===== config.mk =====
export PLATFORM = sky130hd
export DESIGN_NAME = keyed_lane_merge
export DESIGN_NICKNAME = d
export VERILOG_FILES = /design/src/rtl/klm_pkg.sv /design/src/rtl/klm_lane_cmp.sv /design/src/rtl/klm_merge.sv /design/src/rtl/keyed_lane_merge.sv
export SDC_FILE = /design/constraint.sdc
export NUM_CORES = 1
export LEC_CHECK = 0
export CAP_MARGIN = 40
export CORE_ASPECT_RATIO = 1.25
export CORE_UTILIZATION = 44
export CTS_CLUSTER_SIZE = 12
export DETAILED_ROUTE_END_ITERATION = 10
export GPL_TIMING_DRIVEN = 0
export HOLD_SLACK_MARGIN = 0.12
export PLACE_DENSITY_LB_ADDON = 0.05
export SYNTH_ARGS = -nofsm -noshare
export SYNTH_HDL_FRONTEND = slang
export SYNTH_SLANG_ARGS = --single-unit

===== constraint.sdc =====
create_clock -name clk -period 0.91 [get_ports clk]
set_input_delay 0.2275 -clock clk [delete_from_list [all_inputs] [get_ports clk]]
set_output_delay 0.2275 -clock clk [all_outputs]
set_load 0.05 [all_outputs]

===== src/rtl/klm_pkg.sv =====
package klm_pkg;
    localparam int unsigned KLM_LANES  = 8;
    localparam int unsigned KLM_LANE_W = 8;

    typedef enum logic {
        CMP_EQ = 1'b0,
        CMP_GT = 1'b1
    } cmp_kind_e;
endpackage


===== src/rtl/klm_lane_cmp.sv =====
module klm_lane_cmp
    import klm_pkg::*;
#(
    parameter int unsigned LANE_W = KLM_LANE_W
) (
    input  logic [LANE_W-1:0] lane_px,
    input  logic [LANE_W-1:0] lane_key,
    input  cmp_kind_e         kind,
    output logic [LANE_W-1:0] lane_mask
);
    logic hit;

    always_comb begin
        unique case (kind)
            CMP_GT:  hit = $signed(lane_px) > $signed(lane_key);
            default: hit = (lane_px == lane_key);
        endcase
        lane_mask = {LANE_W{hit}};
    end
endmodule


===== src/rtl/klm_merge.sv =====
module klm_merge #(
    parameter int unsigned WORD_W = 64
) (
    input  logic [WORD_W-1:0] keep_word,
    input  logic [WORD_W-1:0] swap_word,
    input  logic [WORD_W-1:0] sel_mask,
    output logic [WORD_W-1:0] merged
);
    logic [WORD_W-1:0] from_swap;
    logic [WORD_W-1:0] from_keep;

    always_comb begin
        from_swap = swap_word & sel_mask;
        from_keep = keep_word & ~sel_mask;
        merged    = from_swap | from_keep;
    end
endmodule


===== src/rtl/keyed_lane_merge.sv =====
module keyed_lane_merge
    import klm_pkg::*;
#(
    parameter int unsigned LANES  = KLM_LANES,
    parameter int unsigned LANE_W = KLM_LANE_W
) (
    input  logic                    clk,
    input  logic                    rst_n,
    input  logic                    in_vld,
    input  logic                    cmp_mode,
    input  logic [LANES*LANE_W-1:0] fg_word,
    input  logic [LANES*LANE_W-1:0] bg_word,
    input  logic [LANE_W-1:0]       key_byte,
    output logic                    out_vld,
    output logic [LANES*LANE_W-1:0] out_mask,
    output logic [LANES*LANE_W-1:0] out_word
);
    localparam int unsigned WORD_W = LANES * LANE_W;

    typedef struct packed {
        logic              vld;
        logic [WORD_W-1:0] mask;
        logic [WORD_W-1:0] data;
    } stage_t;

    stage_t st_d;
    stage_t st_q;

    cmp_kind_e         kind;
    logic [WORD_W-1:0] key_wide;
    logic [WORD_W-1:0] mask_now;
    logic [WORD_W-1:0] merge_now;

    assign kind     = cmp_kind_e'(cmp_mode);
    assign key_wide = {LANES{key_byte}};

    for (genvar g = 0; g < LANES; g++) begin : g_lane
        klm_lane_cmp #(.LANE_W(LANE_W)) u_cmp (
            .lane_px   (fg_word[g*LANE_W +: LANE_W]),
            .lane_key  (key_wide[g*LANE_W +: LANE_W]),
            .kind      (kind),
            .lane_mask (mask_now[g*LANE_W +: LANE_W])
        );

        AST_LANE_UNIFORM: assert property (@(posedge clk) disable iff (!rst_n)
            (st_q.mask[g*LANE_W +: LANE_W] == '0) ||
            (st_q.mask[g*LANE_W +: LANE_W] == '1));
    end

    klm_merge #(.WORD_W(WORD_W)) u_merge (
        .keep_word (fg_word),
        .swap_word (bg_word),
        .sel_mask  (mask_now),
        .merged    (merge_now)
    );

    always_comb begin
        st_d     = st_q;
        st_d.vld = in_vld;
        if (in_vld) begin
            st_d.mask = mask_now;
            st_d.data = merge_now;
        end
    end

    always_ff @(posedge clk or negedge rst_n) begin
        if (!rst_n) begin
            st_q <= '0;
        end else begin
            st_q <= st_d;
        end
    end

    assign out_vld  = st_q.vld;
    assign out_mask = st_q.mask;
    assign out_word = st_q.data;

    AST_VLD_RISES: assert property (@(posedge clk) disable iff (!rst_n)
        in_vld |=> out_vld);
    AST_VLD_DROPS: assert property (@(posedge clk) disable iff (!rst_n)
        !in_vld |=> !out_vld);
    AST_IDLE_HOLD: assert property (@(posedge clk) disable iff (!rst_n)
        !in_vld |=> ($stable(out_mask) && $stable(out_word)));
    AST_BG_LANES: assert property (@(posedge clk) disable iff (!rst_n)
        in_vld |=> (((out_word ^ $past(bg_word)) & out_mask) == '0));
    AST_FG_LANES: assert property (@(posedge clk) disable iff (!rst_n)
        in_vld |=> (((out_word ^ $past(fg_word)) & ~out_mask) == '0));
    AST_ALL_SWAP: assert property (@(posedge clk) disable iff (!rst_n)
        (in_vld && (mask_now == '1)) |=> (out_word == $past(bg_word)));
    AST_NONE_SWAP: assert property (@(posedge clk) disable iff (!rst_n)
        (in_vld && (mask_now == '0)) |=> (out_word == $past(fg_word)));
endmodule


==> impl_metrics.tcl <==
set metrics [dict create \
    firstDrtPassIters 6 \
    holdWs_ns -0.191 \
    numCtsBuffers 9 \
    yosysSeqAreaShare 0.288 \
    finalSetupViolCount 201 \
    cts.clk_slew.worst_paths_ns 0.06 \
    p_per_area_nw_per_um2 1480 \
    core.rowCount 48 \
    fmax_mhz 454 \
    fin_worst_skew_ns 0 \
    status "finished with violations" \
    crit_type "input port to flip-flop" \
    synthXorXnorAreaFrac 0 \
    drv_cap 0 \
    syn_avg_cell_area_sq_um 10.0 \
    slew_headroom 0.409 \
    antenna_found_initial 0 \
    clock-sinks 73 \
    place_congestion 0.809 \
    grt-ovfl-total 0 \
    synth_ff_type "dfrtp_1" \
    layout.nets 1268 \
    die_h_um 136 \
    h-tree-depth 3 \
    startpoint "fg_word[48]" \
    hold_violations 28 \
    synth.distinct_cells 36 \
    yosysMostFrequentCell "dfrtp_1" \
    ioPinCount 269 \
    area_growth_pct 108 \
    r2r_start "out_mask[31]$_DFFE_PN0P_" \
    crit_path_end_kind "flip-flop" \
    synth_nets 835 \
    clk_latency_ns 0.34 \
    routed_wirelength_mm 35.6 \
    tightestPinTransition_ns 0.887 \
    die_x_um 109 \
    yosysTopAreaCellShare 0.288 \
    synth_mux_area_frac 0 \
    power.leakage_nw 5.77 \
    synth_warnings 0 \
    via_per_inst 6.64 \
    start_util 0.455 \
    drc 0 \
    grt_pass1_vias 7630 \
    portBuffers 267 \
    cts_tree "built" \
    postPlaceCellArea_sq_um 9650 \
    period_share 2.42 \
    violations "negative hold slack, negative setup slack" \
    synthArstFlopShare 1.00 \
    drive_gt1_frac 0.561 \
    arrival_ns 2.44 \
    synth_top_area_cell "dfrtp_1" \
    dp_hpwl_mm 16.1 \
    utilization 0.947 \
    syn_area_sq_um 6340 \
    synthCells 631 \
    grt_max_degree 46 \
    drt_iter0_drc 813 \
    root_buffer "clkbuf_16" \
    grt_pass1_wl_mm 39.7 \
    track_usage 0.353 \
    min_path_type "input port to async pin" \
    crit_fanout 8 \
    cp.required_ns 1.15 \
    period_needed_ns 2.20 \
    fin_area_sq_um 13200 \
    synth_top_family_by_area "compound AO/OA/AOI/OAI gates" \
    synth_top_cells_by_count "73 x dfrtp_1, 65 x inv_1, 64 x ha_1" \
    total_power_mw 19.5 \
    fin_tns_setup_ns -126.27 \
    synth_compound_area_frac 0.365 \
    synthTopCellsByArea "dfrtp_1 29%, ha_1 13%, o31a_1 6.9%" \
    slew_violations 0 \
    core_area_sq_um 13900 \
    routed-via-count 8270 \
    cts_buffer_depth 2 \
    wl_per_cell_um 28.6 \
    ir_drop_mv 1.27 \
    drtAntennaViolNets 0 \
    ys_ff_latch 73 \
    start_kind "input port" \
    die_area_sq_um 14900 \
    rsz0062_at_grt "yes" \
    synth_fa_ha_area_frac 0.126 \
    yosys.area_share.simple 0.0837 \
    synth_edf_count 0 \
    setup_slack_ns -1.29 \
]
==> cells in the final DEF, fill, tap and decap left out, types with 10 or more instances in the layout <==
cell             instances
o41ai_2                 32
a21oi_1                 11
buf_12                  12
buf_8                   60
o41ai_4                 15
nand3_2                 15
inv_1                   48
nor2_1                  25
buf_4                  101
dlygate4sd2_1           57
ha_1                    17
a31oi_1                 16
o31a_1                  50
ha_4                    45
o22a_1                  48
inv_2                   11
a2111oi_4               17
nand4_1                 14
clkdlybuf4s50_1         65
buf_6                  191
dfrtp_1                 65
clkbuf_1                10
==> cell type report <==
class / count / area (sq um)
multi-input combinational: 397 / 5080
timing repair buffer: 428 / 4540
sequential: 73 / 1860
buffer: 89 / 896
fill: 341 / 738
inverter: 66 / 274
clock buffer: 12 / 256
tap: 175 / 219
clock inverter: 4 / 75.1
antenna: 1 / 2.50
==> state kept, by name, indices dropped and copies added (netlist names) <==
| register | flops |
|---|---|
| out_word | 64 |
| out_vld | 1 |
| out_mask | 8 |
==> where the power goes <==
| group | switching, mW | internal [mW] |
|---|---|---|
| registers | 0.422 | 3.70 |
| clock network | 1.62 | 2.56 |
| logic | 6.08 | 5.09 |
==> final timing paths <==
kind | end | slack [ns] | depth (start not counted)
worst min register to register | out_word[5]$_DFFE_PN0P_ | 0.53 | 1
worst max register to register | out_mask[31]$_DFFE_PN0P_ | -0.32 | 5
worst min-delay path | out_word[26]$_DFFE_PN0P_ | -0.19 | 1
max in group asynchronous | out_mask[7]$_DFFE_PN0P_ | 0.48 | 2
min in group clk | out_word[53]$_DFFE_PN0P_ | 0.35 | 3
worst max-delay path | out_word[51]$_DFFE_PN0P_ | -1.29 | 9
==> cells by family after synthesis <==
logic type,after synthesis
fa+ha+maj,64
flops,73
buf+inv,162
compound gates,238
simple gates,94
==> worst max-delay path, stage by stage <==
cell and delay (ns):
dlygate4sd2_1 0.32, inv_1 0.12, ha_1 0.34, nand4_1 0.18, buf_4 0.15, nor2_4 0.04, o31ai_4 0.48, o21ai_1 0.23
a31oi_2 0.33
==> routing by layer <==
metal	vias up	track usage	share of wire
met2	753	0.636	0.49
met1	3945	0.373	0.32
met5	-	0	0
met3	302	0.0829	0.099
li1	3270	-	-
met4	0	0.199	0.090
==> repair_timing <==
item | in CTS | in global routing
setup buffers | 100 | 49
cloned | 10 | 4
hold endpoints to repair | 28 | 28
setup endpoints to repair | 201 | 201
pin swaps | 130 | 105
resized for setup | 1230 | 142
==> stage by stage <==
stage / instances / hold slack (ns) / setup WS (ns)
6_report: 1245 / -0.191 / -1.29
5_1_grt: 1244 / -0.167 / -1.38
4_1_cts: 1195 / -0.179 / -0.962
3_5_place_dp: 1074 / 0.183 / -2.03
3_3_place_gp: 1073 / 0.483 / -3.50
2_1_floorplan: 631 / -0.0681 / -1.06
(Power assumes the default switching activity.)
